[config.mk]
export PLATFORM = sky130hd
export DESIGN_NAME = refsel_ctrl
export DESIGN_NICKNAME = d
export VERILOG_FILES = /design/src/rtl/refsel_pkg.sv /design/src/rtl/refsel_pick.sv /design/src/rtl/refsel_irq.sv /design/src/rtl/refsel_ctrl.sv
export SDC_FILE = /design/constraint.sdc
export NUM_CORES = 1
export LEC_CHECK = 0
export BUFFER_PORTS_ARGS = -buffer_cell sky130_fd_sc_hd__buf_2
export CORE_ASPECT_RATIO = 0.9
export CORE_MARGIN = 2
export CORE_UTILIZATION = 50
export CTS_BUF_LIST = sky130_fd_sc_hd__clkbuf_8
export DETAILED_ROUTE_END_ITERATION = 16
export PLACE_DENSITY = 0.81
export SLEW_MARGIN = 10
export SYNTH_ARGS = -nofsm -noshare
export SYNTH_HDL_FRONTEND = slang
export SYNTH_SLANG_ARGS = --single-unit
[constraint.sdc]
create_clock -name clk -period 2.4 [get_ports clk]
set_input_delay 0.48 -clock clk [delete_from_list [all_inputs] [get_ports clk]]
set_output_delay 0.48 -clock clk [all_outputs]
set_load 0.02 [all_outputs]
[src/rtl/refsel_pkg.sv]
package refsel_pkg;
    localparam logic [1:0] MODE_FREE = 2'd0;
    localparam logic [1:0] MODE_HOLD = 2'd1;
    localparam logic [1:0] MODE_LOCK = 2'd2;

    typedef enum logic [1:0] {
        ST_FREE = 2'd0,
        ST_HOLD = 2'd1,
        ST_LOCK = 2'd2
    } sel_state_e;
endpackage

[src/rtl/refsel_pick.sv]
module refsel_pick #(
    parameter int NREF   = 4,
    parameter int PRIO_W = 3,
    parameter int REF_W  = $clog2(NREF)
) (
    input  logic [NREF-1:0]        elig,
    input  logic [NREF*PRIO_W-1:0] prio_flat,
    output logic                   best_valid,
    output logic [REF_W-1:0]       best_idx
);
    logic [PRIO_W-1:0] best_p;

    // Linear scan: strict less-than keeps the lower index on ties.
    always_comb begin
        best_valid = 1'b0;
        best_idx   = '0;
        best_p     = '1;
        for (int i = 0; i < NREF; i++) begin
            if (elig[i] && (!best_valid || prio_flat[i*PRIO_W +: PRIO_W] < best_p)) begin
                best_valid = 1'b1;
                best_idx   = REF_W'(i);
                best_p     = prio_flat[i*PRIO_W +: PRIO_W];
            end
        end
    end
endmodule

[src/rtl/refsel_irq.sv]
module refsel_irq (
    input  logic clk,
    input  logic rst_n,
    input  logic status_chg,
    input  logic int_clr,
    input  logic fail_evt,
    input  logic locked_ok,
    output logic int_n,
    output logic alarm
);
    always_ff @(posedge clk or negedge rst_n) begin
        if (!rst_n) begin
            int_n <= 1'b1;
            alarm <= 1'b0;
        end else begin
            if (status_chg)   int_n <= 1'b0;
            else if (int_clr) int_n <= 1'b1;

            if (fail_evt)       alarm <= 1'b1;
            else if (locked_ok) alarm <= 1'b0;
        end
    end

    assert_int_set_R10: assert property (@(posedge clk) disable iff (!rst_n)
        status_chg |=> !int_n);
    assert_int_hold_R10: assert property (@(posedge clk) disable iff (!rst_n)
        (!int_n && !int_clr) |=> !int_n);
    assert_alarm_set_R11: assert property (@(posedge clk) disable iff (!rst_n)
        fail_evt |=> alarm);
endmodule

[src/rtl/refsel_ctrl.sv]
module refsel_ctrl
    import refsel_pkg::*;
#(
    parameter int NREF   = 4,
    parameter int PRIO_W = 3,
    localparam int REF_W = $clog2(NREF)
) (
    input  logic                   clk,
    input  logic                   rst_n,
    input  logic [NREF-1:0]        ref_qual,
    input  logic [NREF-1:0]        ref_mask,
    input  logic [NREF*PRIO_W-1:0] ref_prio,
    input  logic                   revertive,
    input  logic                   autonomous,
    input  logic [1:0]             man_mode,
    input  logic [REF_W-1:0]       man_ref,
    input  logic                   int_clr,
    output logic [REF_W-1:0]       act_ref,
    output logic [1:0]             mode,
    output logic                   int_n,
    output logic                   alarm
);
    sel_state_e       st, st_nx;
    logic [REF_W-1:0] act_q, ref_nx;
    logic             ever_locked;
    logic [NREF-1:0]  elig;
    logic             best_valid;
    logic [REF_W-1:0] best_idx;
    sel_state_e       fallback;
    logic             status_chg, fail_evt, locked_ok;

    assign elig = ref_qual & ~ref_mask;

    refsel_pick #(.NREF(NREF), .PRIO_W(PRIO_W), .REF_W(REF_W)) u_pick (
        .elig       (elig),
        .prio_flat  (ref_prio),
        .best_valid (best_valid),
        .best_idx   (best_idx)
    );

    assign fallback = ever_locked ? ST_HOLD : ST_FREE;

    // Next-state logic
    always_comb begin
        st_nx  = st;
        ref_nx = act_q;
        if (!autonomous) begin
            unique case (man_mode)
                MODE_LOCK: begin
                    if (elig[man_ref]) begin
                        st_nx  = ST_LOCK;
                        ref_nx = man_ref;
                    end else begin
                        st_nx = fallback;
                    end
                end
                MODE_HOLD: st_nx = fallback;
                default:   st_nx = ST_FREE;
            endcase
        end else begin
            unique case (st)
                ST_LOCK: begin
                    if (!elig[act_q]) begin
                        if (best_valid) ref_nx = best_idx;
                        else            st_nx  = ST_HOLD;
                    end else if (revertive && best_valid) begin
                        ref_nx = best_idx;
                    end
                end
                ST_HOLD, ST_FREE: begin
                    if (best_valid) begin
                        st_nx  = ST_LOCK;
                        ref_nx = best_idx;
                    end
                end
                default: st_nx = ST_FREE;
            endcase
        end
    end

    // State register
    always_ff @(posedge clk or negedge rst_n) begin
        if (!rst_n) begin
            st          <= ST_FREE;
            act_q       <= '0;
            ever_locked <= 1'b0;
        end else begin
            st    <= st_nx;
            act_q <= ref_nx;
            if (st_nx == ST_LOCK) ever_locked <= 1'b1;
        end
    end

    // Outputs
    always_comb begin
        act_ref = act_q;
        unique case (st)
            ST_LOCK: mode = MODE_LOCK;
            ST_HOLD: mode = MODE_HOLD;
            default: mode = MODE_FREE;
        endcase
    end

    assign status_chg = (st_nx != st) || (ref_nx != act_q);
    assign fail_evt   = (st == ST_LOCK) && !elig[act_q];
    assign locked_ok  = (st == ST_LOCK) && elig[act_q];

    refsel_irq u_irq (
        .clk        (clk),
        .rst_n      (rst_n),
        .status_chg (status_chg),
        .int_clr    (int_clr),
        .fail_evt   (fail_evt),
        .locked_ok  (locked_ok),
        .int_n      (int_n),
        .alarm      (alarm)
    );

    assert_hold_needs_lock_R9: assert property (@(posedge clk) disable iff (!rst_n)
        (mode == MODE_HOLD) |-> ever_locked);
    assert_free_cmd_R2: assert property (@(posedge clk) disable iff (!rst_n)
        (!autonomous && (man_mode == MODE_FREE)) |=> (mode == MODE_FREE));
    assert_failover_R6: assert property (@(posedge clk) disable iff (!rst_n)
        (autonomous && fail_evt) |=> ((mode != MODE_LOCK) || (act_ref != $past(act_ref))));
    assert_nonrev_stay_R8: assert property (@(posedge clk) disable iff (!rst_n)
        (autonomous && !revertive && (mode == MODE_LOCK) && elig[act_ref])
        |=> ((mode == MODE_LOCK) && $stable(act_ref)));
    assert_ref_hold_R12: assert property (@(posedge clk) disable iff (!rst_n)
        ((mode != MODE_LOCK) && (st_nx != ST_LOCK)) |=> $stable(act_ref));
endmodule

# Yosys cells after proc, flatten, opt, wreduce, memory -nomap -nowiden

Index checks and enable logic that the tools add are counted.

Equal/unequal tests: 7
Reductions and logical operators: 18
Magnitude comparators: 5
Divide/modulo/power cells: 0
Bitwise gates (word level): 2
Shifts and indexed selects: 0
Multiplexer cells: 34
Add/sub/neg operators: 0
Multiply operators: 0

Operators by type and width:

| operator                                                                     | number |
|---|---|
| 2-bit 2-to-1 mux                                                             | 13 |
| 2-bit case mux with 2 select lines                                           | 4 |
| 1-bit 2-to-1 mux                                                             | 12 |
| 3-bit less-than comparator                                                   | 3 |
| 3-bit 2-to-1 mux                                                             | 3 |
| 2-bit equality test, second input constant                                   | 3 |
| 1-bit logical AND                                                            | 6 |
| 2-bit by 3-bit less-than comparator with 1-bit output, second input constant | 2 |
| 4-bit AND                                                                    | 1 |
| 1-bit binary-select mux with 2-bit select                                    | 2 |
| 2-bit by 1-bit equality test with 1-bit output, second input constant        | 2 |
| 1-bit logical NOT                                                            | 4 |
| 1-bit logical OR                                                             | 4 |
| 2-bit inequality test                                                        | 2 |
| 4-bit inverter                                                               | 1 |
| 2-bit nonzero test                                                           | 2 |
| 2-bit logical NOT                                                            | 1 |
| 2-bit OR reduction                                                           | 1 |

Memory bits (writable): 0
Register bits after elaboration: 7
Memories: 0
Output and inout port bits: 6
Input port bits: 29
Latch bits: 0
ROM bits: 0

# Logic depth before layout (Yosys ltp)

Gate-level depths: netlist of the first run.

Depth after elaboration: 23
Depth in mapped cells: 21

# Modules after synthesis

A second synthesis of the first run with hierarchy kept.

Cells, all modules: 143
Area total of the unflattened synthesis: 1146.1 um^2

By module, submodules not included:

| module      | area each (um^2) | seq. area each (um^2) | instances | cells each |
|---|---|---|---|---|
| refsel_ctrl | 666.9            | 125.1                 | 1         | 81 |
| refsel_pick | 409.1            | 0.0                   | 1         | 56 |
| refsel_irq  | 70.1             | 51.3                  | 1         | 6 |

# Least setup slack after synthesis of the first run

OpenSTA, ideal clock, no wires.

Path type: in2reg
Start: input ref_mask[0]
End: register u_irq.int_n
Data arrival time: 3.632 ns
Cell stages on the path: 19
Library setup time: 0.081 ns
Data required time: 2.319 ns
Slack: -1.313 ns
Cell sequence: nand2b_4 -> o311ai_4 -> o221ai_1 -> nand2_1 -> o21ai_0 -> ha_1 -> o21a_1 -> nor2_1 -> o21ai_0 -> o21ai_0 -> nor2_1 -> a21oi_1 -> ha_1 -> a21oi_1 -> nor3b_1 -> nand3_1 -> o2111ai_1 -> nand3_1 -> a211oi_2

Cells in the longest elaborated chain, start to end: 23
Elaborated cells between the ends (all ways): 48
Classes of those cells: order compare: 3; eq/ne: 2; mux: 29; bitwise: 2; reduce/logical: 12

RTL lines:

| element                                                         | line               | text |
|---|---|---|
| start: declaration                                              | refsel_ctrl.sv:11  | `input logic [NREF-1:0] ref_mask,` |
| 4-bit inverter *                                                | refsel_ctrl.sv:32  | `assign elig = ref_qual & ~ref_mask;` |
| 4-bit AND *                                                     | refsel_ctrl.sv:32  |  |
| 3-bit 2-to-1 mux or 1-bit 2-to-1 mux (tied branches)            | refsel_pick.sv:19  | `if (elig[i] && (!best_valid \|\| prio_flat[i*PRIO_W +: PRIO_W] < best_p)) begin` |
| 3-bit less-than comparator or 1-bit logical NOT (tied branches) | refsel_pick.sv:19  |  |
| 1-bit logical OR                                                | refsel_pick.sv:19  |  |
| 1-bit logical AND                                               | refsel_pick.sv:19  |  |
| 3-bit 2-to-1 mux or 1-bit 2-to-1 mux (tied branches)            | refsel_pick.sv:19  |  |
| 3-bit less-than comparator or 1-bit logical NOT (tied branches) | refsel_pick.sv:19  |  |
| [7 not listed]                                                  | -                  |  |
| 1-bit logical AND                                               | refsel_ctrl.sv:66  | `end else if (revertive && best_valid) begin` |
| 2-bit 2-to-1 mux                                                | refsel_ctrl.sv:66  |  |
| 2-bit 2-to-1 mux                                                | refsel_ctrl.sv:63  | `if (!elig[act_q]) begin` |
| 2-bit case mux with 2 select lines                              | refsel_ctrl.sv:61  | `unique case (st)` |
| 2-bit 2-to-1 mux                                                | refsel_ctrl.sv:47  | `if (!autonomous) begin` |
| 2-bit inequality test                                           | refsel_ctrl.sv:104 | `assign status_chg = (st_nx != st) \|\| (ref_nx != act_q);` |
| 1-bit logical OR *                                              | refsel_ctrl.sv:104 |  |
| 1-bit 2-to-1 mux or 2-bit nonzero test (tied branches)          | -                  |  |
| end signal: assignment                                          | refsel_irq.sv:13   | `int_n <= 1'b1;` |
| end signal: assignment                                          | refsel_irq.sv:16   | `if (status_chg) int_n <= 1'b0;` |
| end signal: assignment                                          | refsel_irq.sv:17   | `else if (int_clr) int_n <= 1'b1;` |
| end: declaration                                                | refsel_irq.sv:8    | `output logic int_n,` |

Every way passes the cells marked *; elsewhere a longest branch is shown, timed or not. The select of a mux whose other input is x is not followed.
A chain may end at the register's enable or synchronous reset.

# Worst setup path in the final report of the first run

Same ends and word-level chain as after synthesis.

==> results of run 1 <==
==> synthesized netlist by cell type, types with 2 or more instances <==
library cell   n
nand2_1       10
a21oi_1        9
nor2_1         9
inv_1          7
dfrtp_1        6
ha_1           6
o21ai_0        6
nand2b_1       5
nand3_1        3
nor2b_1        3
o211ai_1       3
a211oi_2       2
mux4_2         2
nor2b_4        2
o221ai_1       2
o22ai_1        2
o311a_1        2
xnor2_1        2
==> routing by layer <==
metal | part of all wire, % | GRT usage, % | wire (µm)
met1 | 33 | 38.7 | 1360
met5 | 0 | 0 | 0
met3 | 12 | 5.63 | 492
met2 | 45 | 62.2 | 1880
met4 | 9.8 | 24.0 | 407
==> report_power, final <==
part,switching [W],leakage (nW),internal [W]
sequential,0.0000316,0.0771,0.000140
combinational,0.000195,0.573,0.000160
clock,0.0000557,0.0269,0.000111
total,0.000283,0.677,0.000411
==> layout make-up <==
class | count | area share [%]
Clock inverter | 1 | 0.256
Multi-Input combinational cell | 94 | 54.3
Timing Repair Buffer | 63 | 26.8
Inverter | 7 | 1.79
Tap cell | 24 | 2.04
Clock buffer | 3 | 2.81
Sequential cell | 7 | 12.0
==> metrics by stage <==
step	setup TNS [ns]	util [%]	hold WS [ns]
2_1_floorplan	-2.62	-	0.184
3_3_place_gp	-3.38	78.1	0.312
3_5_place_dp	-3.87	78.1	0.316
4_1_cts	-2.90	85.2	0.0803
5_1_grt	-4.81	86.5	0.0949
6_report	-4.01	86.5	0.0859
==> logic make-up after synthesis <==
| family | Yosys count | share of synthesized area (%) |
|---|---|---|
| flops | 7 | 19.1 |
| xor+xnor | 2 | 1.90 |
| fa+ha+maj | 6 | 8.14 |
| simple gates | 45 | 29.9 |
| mux | 2 | 4.88 |
| compound gates | 39 | 33.2 |
| buf+inv | 7 | 2.85 |
==> how the worst max path moves through the flow <==
stage / from / end / slack (ns) / depth (start not counted)
4_1_cts: ref_mask[0] / u_irq.int_n$_DFFE_PN1P_ / -1.07 / 22
3_5_place_dp: ref_mask[0] / u_irq.int_n$_DFFE_PN1P_ / -1.42 / 19
6_report: ref_mask[0] / u_irq.int_n$_DFFE_PN1P_ / -1.48 / 21
3_3_place_gp: ref_mask[0] / u_irq.int_n$_DFFE_PN1P_ / -1.26 / 22
5_1_grt: ref_prio[4] / u_irq.int_n$_DFFE_PN1P_ / -1.77 / 20
2_1_floorplan: ref_mask[0] / u_irq.int_n$_DFFE_PN1P_ / -1.02 / 20
==> state kept, by name, summed over array words and instances, names as in the netlist <==
name	cells
u_irq.alarm	1
st	2
ever_locked	1
u_irq.int_n	1
act_ref	2
==> layout by cell type (no fill, tap or decap), types with 2 or more instances in the layout <==
cell type | Yosys | routed
a211oi_2 | 2 | 3
a21oi_1 | 9 | 7
a21oi_2 | 0 | 2
buf_2 | 0 | 33
buf_4 | 0 | 29
clkbuf_8 | 0 | 3
dfrtp_1 | 6 | 6
ha_1 | 6 | 5
inv_1 | 7 | 7
mux4_2 | 2 | 2
nand2_1 | 10 | 10
nand2b_1 | 5 | 5
nand3_2 | 0 | 2
nor2_1 | 9 | 8
nor2b_1 | 3 | 3
nor2b_4 | 2 | 2
nor3b_4 | 1 | 2
o211ai_1 | 3 | 3
o21ai_0 | 6 | 3
o21ai_2 | 0 | 3
o221ai_2 | 1 | 2
o22ai_1 | 2 | 2
o311a_1 | 2 | 2
xnor2_1 | 2 | 2
==> repair_timing <==
| action | CTS | global route |
|---|---|---|
| gates resized for setup | 11 | 3 |
| pin swaps | 8 | 5 |
| setup buffers | 3 | 1 |
| endpoints found under the setup margin | 3 | 3 |
| hold buffers | 0 | 0 |
==> flow_summary.yaml, run 1 <==
pwr:
  power_density_nw_per_um2: 472
  ir_worst_vdd_uv: 493
  finalPower_w: 0.000693
  p_leak_nw: 0.677
synth:
  synth_nets: 143
  syn_inst: 108
  synth-edff-count: 0
  yosysTopAreaCell: "dfrtp_1"
  yosysSeqAreaShare_pct: 19.1
  yosys_most_used_dff: "dfrtp_1"
  synth.top_cell.area_share_pct: 16.3
  synth_seq_cells: 7
  synth_warnings: 0
  ys_async_sr_fraction_pct: 100
  avgSynthCellArea_um2: 8.54
  syn-cell-area_um2: 922
  synth_area_leaders: "dfrtp_1 (16%), ha_1 (8.1%), a21oi_1 (4.9%)"
  ys_types: 45
route:
  wire_per_inst_um: 20.8
  ant_nets: 0
  vias: 1335
  vias_per_cell: 6.71
  first_pass_iters: 5
  drtIter0Drc: 78
  drcViolationCount: 0
  finalWirelength_mm: 4.14
status:
  violations: "setup timing"
  outcome: "finished with violations"
floorplan:
  start_util_pct: 54.3
  fp.dieH_um: 44.7
  io_pins: 35
  num_rows: 14
  coreArea_um2: 1700
  die_area_um2: 2200
  die_x_um: 49.3
layout:
  drive_gt1_share_pct: 54.9
  fillers: 86
  final_area_um2: 1470
  nets: 211
  n_antenna_cell: 0
  fin_cells: 199
  multiInputGateArea_um2: 797
  syn_to_final_growth_pct: 59.3
  sequential_cell_area_um2: 176
timing:
  rsz0062_at_grt: "true"
  finalSetupViolations: 3
  maxSlewHeadroom_pct: 61.0
  fin_skew_ns: 0.000778
  worst_pin_slew_ns: 0.580
  slew_violations: 0
  fmax_ghz: 0.258
  setup_ws_ns: -1.48
  period_share_pct: 162
  hold_viol: 0
  min_period_ns: 3.88
global_route:
  grtUsageTotal_pct: 34.7
  antenna_found_initial: 0
  grt_pass1_wl_mm: 5.68
  grt_pass1_vias: 1244
  grt_overflow: 0
  grt_max_degree: 8
clocking:
  clkLatencyLatePin_ns: 0.23
  cts_htree_levels: 1
  path_clk_slew_ns: 0.04
  cts_num_sinks: 7
  cts_buffers: 3
  clk_path_buf_depth: 2
  cts_tree: "yes"
  clockRootBuffer: "clkbuf_8"
worst_setup_path:
  end_kind: "flop"
  reg2reg_to: "u_irq.int_n$_DFFE_PN1P_"
  critPathSlowestCell: "ha_1"
  rrSetupSlack_ns: 0.04
  arrival_ns: 4.03
  reg2reg_from: "act_ref[0]$_DFF_PN0_"
  crit_buf_inv: 1
  critPathRequiredTime_ns: 2.55
  worstRegToRegCells: 7
  crit_type: "in2reg"
  path_delay_family: "compound AO/OA/AOI/OAI gates"
  startpoint_type: "input port"
  max_stage_delay_ns: 0.33
  crit_top_cell: "o21ai_2"
  cp_max_fo: 4
  crit_chain: "buf_6 > nand2b_4 > o311ai_4 > o221ai_1 > nand2_1 > nand2_1 > o21ai_2 > ha_4 > o21a_1 > nor2_2 > o21ai_2 > o21ai_2 > nor2_1 > a21oi_1 > ha_1 > a21oi_2 > nor3b_4 > nand3_2 > o2111ai_2 > nand3_1 > a211oi_2"
placement:
  pre_cts_slack_ns: -1.42
  postPlaceCellArea_um2: 1330
  portBuffers: 34
  place_congestion: 0.969
  dp_cells: 191
  hpwl_mm: 2.45
run:
  drv_cap: 0
worst_hold_path:
  worstHoldPathType: "in2async"
(Power assumes the default switching activity.)
==> inputs of run 2 (changes only) <==
- RECOVER_POWER: unset -> 50
==> flow_summary.yaml, run 2 (same netlist as run 1, synthesis figures left out) <==
status:
  outcome: "finished with violations"
  violations: "setup timing"
layout:
  final_common_cell: "buf_2"
  nets: 211
  final_cell_mix: "buf_2 (31), buf_4 (29), nand2_1 (10), nor2_1 (8)"
  drive_gt1_share_pct: 53.7
  syn_to_final_growth_pct: 59.0
  n_antenna_cell: 0
global_route:
  grtUsageTotal_pct: 34.7
  antenna_found_initial: 0
  grt_overflow: 0
  grt_pass1_wl_mm: 5.68
  grt_max_degree: 8
  grt_pass1_vias: 1244
route:
  drtIter0Drc: 66
  wire_per_inst_um: 20.8
  vias: 1315
  first_pass_iters: 5
  vias_per_cell: 6.61
  finalWirelength_mm: 4.14
  ant_nets: 0
  drcViolationCount: 0
timing:
  setup_ws_ns: -1.50
  finalSetupViolations: 3
  tns_ns: -4.01
  min_period_ns: 3.90
  fin_skew_ns: 0.00110
  worst_pin_slew_ns: 0.561
  slew_violations: 0
  period_share_pct: 163
  hold_viol: 0
  holdWs_ns: 0.162
  fmax_ghz: 0.256
  rsz0062_at_grt: "true"
  maxSlewHeadroom_pct: 62.2
worst_setup_path:
  crit_top_cell: "o21ai_2"
  max_stage_delay_ns: 0.33
  crit_chain: "buf_6 > nand2b_4 > o311ai_4 > o221ai_1 > nand2_1 > nand2_1 > o21ai_2 > ha_4 > o21a_1 > nor2_2 > o21ai_2 > o21ai_2 > nor2_1 > a21oi_1 > ha_1 > a21oi_2 > nor3b_4 > nand3_2 > o2111ai_2 > nand3_1 > a211oi_2"
  reg2reg_from: "act_ref[0]$_DFF_PN0_"
  arrival_ns: 4.05
  crit_type: "in2reg"
  critPathRequiredTime_ns: 2.55
  rrSetupSlack_ns: 0.02
  critPathSlowestCell: "ha_1"
  worstRegToRegCells: 7
  cp_max_fo: 4
  startpoint_type: "input port"
  reg2reg_to: "u_irq.int_n$_DFFE_PN1P_"
  end_kind: "flop"
pwr:
  ir_worst_vdd_uv: 495
  p_leak_nw: 0.672
  power_density_nw_per_um2: 473
placement:
  hpwl_mm: 2.45
  portBuffers: 34
  pre_cts_slack_ns: -1.42
  place_congestion: 0.969
floorplan:
  coreArea_um2: 1700
  die_area_um2: 2200
  die_x_um: 49.3
  num_rows: 14
  io_pins: 35
  fp.dieH_um: 44.7
  start_util_pct: 54.3
clocking:
  cts_htree_levels: 1
  cts_tree: "yes"
  clockRootBuffer: "clkbuf_8"
  path_clk_slew_ns: 0.04
  cts_num_sinks: 7
  cts_buffers: 3
  clk_path_buf_depth: 2
  clkLatencyLatePin_ns: 0.23
  hold_buffers: 0
worst_hold_path:
  worstHoldPathType: "in2async"
run:
  drv_cap: 0
==> run 2: changes by cell type in the layout (fill, tap and decap cells not counted), sizes merged <==
cell / delta
clkbuf: +2
buf: -2
==> run 2: worst max-delay path by stage <==
stage | endpoint | depth (start not counted) | from | slack (ns)
6_report | u_irq.int_n$_DFFE_PN1P_ | 21 | ref_mask[0] | -1.50
5_1_grt | u_irq.int_n$_DFFE_PN1P_ | 20 | ref_prio[4] | -1.77
3_3_place_gp | u_irq.int_n$_DFFE_PN1P_ | 22 | ref_mask[0] | -1.26
2_1_floorplan | u_irq.int_n$_DFFE_PN1P_ | 20 | ref_mask[0] | -1.02
4_1_cts | u_irq.int_n$_DFFE_PN1P_ | 22 | ref_mask[0] | -1.07
3_5_place_dp | u_irq.int_n$_DFFE_PN1P_ | 19 | ref_mask[0] | -1.42
==> run 2: routing by layer <==
| layer | routed length (µm) | vias up | global-route usage, % |
|---|---|---|---|
| li1 | - | 553 | - |
| met5 | 0 | - | 0 |
| met2 | 1910 | 124 | 62.2 |
| met1 | 1380 | 587 | 38.7 |
| met3 | 484 | 51 | 5.63 |
| met4 | 368 | 0 | 24.0 |
==> run 2: worst max-delay path: cells and delay by family <==
family                     cells  cell delay (ns)
AOI/OAI and AO/OA             10             1.81
buffers and inverters          1             0.09
and+or+nand+nor                8             1.12
adders and majority gates      2             0.56
==> run 2: final cells by class <==
class                      count  area, µm²
multi-input combinational     94        797
sequential                     7        176
clock inverter                 1       3.75
clock buffer                   3       41.3
tap                           24       30.0
fill                          88        233
inverter                       7       26.3
timing repair buffer          63        392
==> run 2: what timing repair did <==
action                                  in CTS  in global routing
pin swaps                                    8                  5
resized for setup                           11                  3
buffers inserted                             3                  1
hold endpoints to repair                     0                  0
endpoints found under the setup margin       3                  3
==> run 2: power breakdown <==
group          internal (W)  switching (W)
registers          0.000140      0.0000322
clock network      0.000111      0.0000564
logic              0.000158       0.000196
==> run 2: stage by stage <==
step / cells / cell area [µm²] / util (%) / total power [W]
floorplan: 108 / 938 / - / 0.000336
global placement: 191 / 1330 / 78.1 / 0.000447
detailed placement: 191 / 1330 / 78.1 / 0.000461
CTS: 198 / 1450 / 85.2 / 0.000647
global route: 199 / 1470 / 86.3 / 0.000711
finish: 199 / 1470 / 86.3 / 0.000693
==> inputs of run 3 (changes only) <==
- CORE_UTILIZATION: 50 -> 45
- PLACE_DENSITY: 0.81 -> 0.77
- clock period: 2.4 -> 3.48 ns (I/O delays scaled with it)
==> flow_summary.yaml, run 3 (same netlist as run 1, synthesis figures left out) <==
status:
  outcome: "finished with violations"
  violations: "setup timing"
route:
  vias_per_cell: 5.88
  first_pass_iters: 4
  wire_per_inst_um: 17.1
  drtIter0Drc: 37
  ant_nets: 0
  vias: 1159
  finalWirelength_mm: 3.37
  drcViolationCount: 0
worst_setup_path:
  arrival_ns: 4.05
  startpoint_type: "input port"
  critPathRequiredTime_ns: 3.64
  max_stage_delay_ns: 0.28
  end_kind: "flop"
  critPathSlowestCell: "ha_2"
  crit_top_cell: "o21ai_2"
  crit_chain: "buf_6 > nand2b_4 > o311ai_4 > o221ai_2 > nand2_2 > nand2_2 > o21ai_2 > ha_2 > o21a_1 > nor2_2 > o21ai_2 > o21ai_2 > nor2_1 > a21oi_1 > ha_1 > a21oi_2 > nor3b_4 > nand3_2 > o2111ai_4 > nand3_2 > a211oi_2"
  crit_type: "in2reg"
  cp_max_fo: 4
floorplan:
  die_area_um2: 2430
  start_util_pct: 47.7
  die_x_um: 51.7
  num_rows: 15
  io_pins: 35
  coreArea_um2: 1930
  fp.dieH_um: 46.9
global_route:
  grt_pass1_wl_mm: 4.96
  antenna_found_initial: 0
  grt_pass1_vias: 1162
  grt_overflow: 0
  grt_max_degree: 8
  grtUsageTotal_pct: 27.8
timing:
  min_period_ns: 3.89
  tns_ns: -1.05
  worst_pin_slew_ns: 0.851
  hold_viol: 0
  fin_skew_ns: 0.0103
  setup_ws_ns: -0.405
  period_share_pct: 112
  slew_violations: 0
  finalSetupViolations: 3
  fmax_ghz: 0.257
  rsz0062_at_grt: "true"
  maxSlewHeadroom_pct: 42.8
clocking:
  clkLatencyLatePin_ns: 0.24
  clk_path_buf_depth: 2
  cts_tree: "yes"
  cts_htree_levels: 1
  cts_buffers: 3
  path_clk_slew_ns: 0.05
  cts_num_sinks: 7
  clockRootBuffer: "clkbuf_8"
pwr:
  pwr-share-comb_pct: 50.6
  p_int_w: 0.000289
  ir_worst_vdd_uv: 320
  netSwitchingPower_w: 0.000188
  p_clk_share_pct: 25.0
  p_leak_nw: 0.658
  swShare_pct: 39.4
  seqPwrFrac_pct: 24.4
  power_density_nw_per_um2: 320
worst_hold_path:
  worstHoldPathType: "in2async"
placement:
  place_congestion: 0.798
  hpwl_mm: 2.21
  portBuffers: 34
  pre_cts_slack_ns: -0.699
  postPlaceCellArea_um2: 1260
layout:
  final_area_um2: 1490
  final_core_util_pct: 77.1
  final_common_cell: "buf_2"
  nets: 208
  syn_to_final_growth_pct: 61.6
  drive_gt1_share_pct: 57.6
  final_cell_mix: "buf_2 (31), buf_4 (25), nand2_1 (8), nor2_1 (8), inv_1 (7)"
  n_antenna_cell: 0
run:
  drv_cap: 0
[run 3: cell count changes in the layout (fill, tap and decap cells not counted), sizes merged]
cell,previous run,this run
buf,61,58
[run 3: final cells by class]
| type | count | area [µm²] |
|---|---|---|
| clock buffer | 3 | 41.3 |
| tap | 25 | 31.3 |
| clock inverter | 1 | 3.75 |
| timing repair buffer | 60 | 373 |
| inverter | 7 | 26.3 |
| fill | 128 | 443 |
| multi-input combinational | 94 | 838 |
| sequential | 7 | 176 |
[run 3: timing repair]
action	in CTS	in global routing
hold buffers	0	0
pin swaps	13	7
setup endpoints to repair	3	3
gates resized for setup	19	7
setup buffers	7	3
[run 3: routing by layer]
metal  vias up  routed length (µm)  global-route usage [%]
met2        61                1740                    53.3
met1       538                1310                    31.5
li1        544                   -                       -
met4         0                 116                    6.84
met3        16                 211                    7.01
met5         -                   0                       0
[run 3: through the flow]
stage	hold WS, ns	cells	total power (W)
global placement	0.444	183	0.000298
CTS	0.286	194	0.000455
floorplan	0.400	108	0.000230
detailed placement	0.449	183	0.000306
global route	0.372	197	0.000504
finish	0.344	197	0.000477
[run 3: power by group through the flow]
stage | clock network (W) | logic (W) | registers (W)
after floorplan | 0 | 0.000106 | 0.000124
after global placement | 0 | 0.000187 | 0.000112
after detailed placement | 0 | 0.000193 | 0.000113
after CTS | 0.000119 | 0.000222 | 0.000114
after global routing | 0.000125 | 0.000261 | 0.000119
final | 0.000119 | 0.000242 | 0.000116
[run 3: critical path, delay by kind of cell]
family / cells / cell delay, ns
buffers and inverters: 1 / 0.09
AOI/OAI and AO/OA: 10 / 1.62
and+or+nand+nor: 8 / 1.07
adders and majority gates: 2 / 0.55
[run 3: final timing paths]
path                       slack [ns]                 endpoint               startpoint  cells after the start
setup / recovery                -0.41  u_irq.int_n$_DFFE_PN1P_              ref_mask[0]                     21
hold / removal                   0.34     act_ref[0]$_DFF_PN0_                    rst_n                      1
setup reg to reg                 1.17  u_irq.int_n$_DFFE_PN1P_     act_ref[0]$_DFF_PN0_                      7
hold reg to reg                  0.47  ever_locked$_DFFE_PN0N_  ever_locked$_DFFE_PN0N_                      1
max in group asynchronous        2.83  u_irq.int_n$_DFFE_PN1P_                    rst_n                      1
min in group clk                 0.47  ever_locked$_DFFE_PN0N_  ever_locked$_DFFE_PN0N_                      1
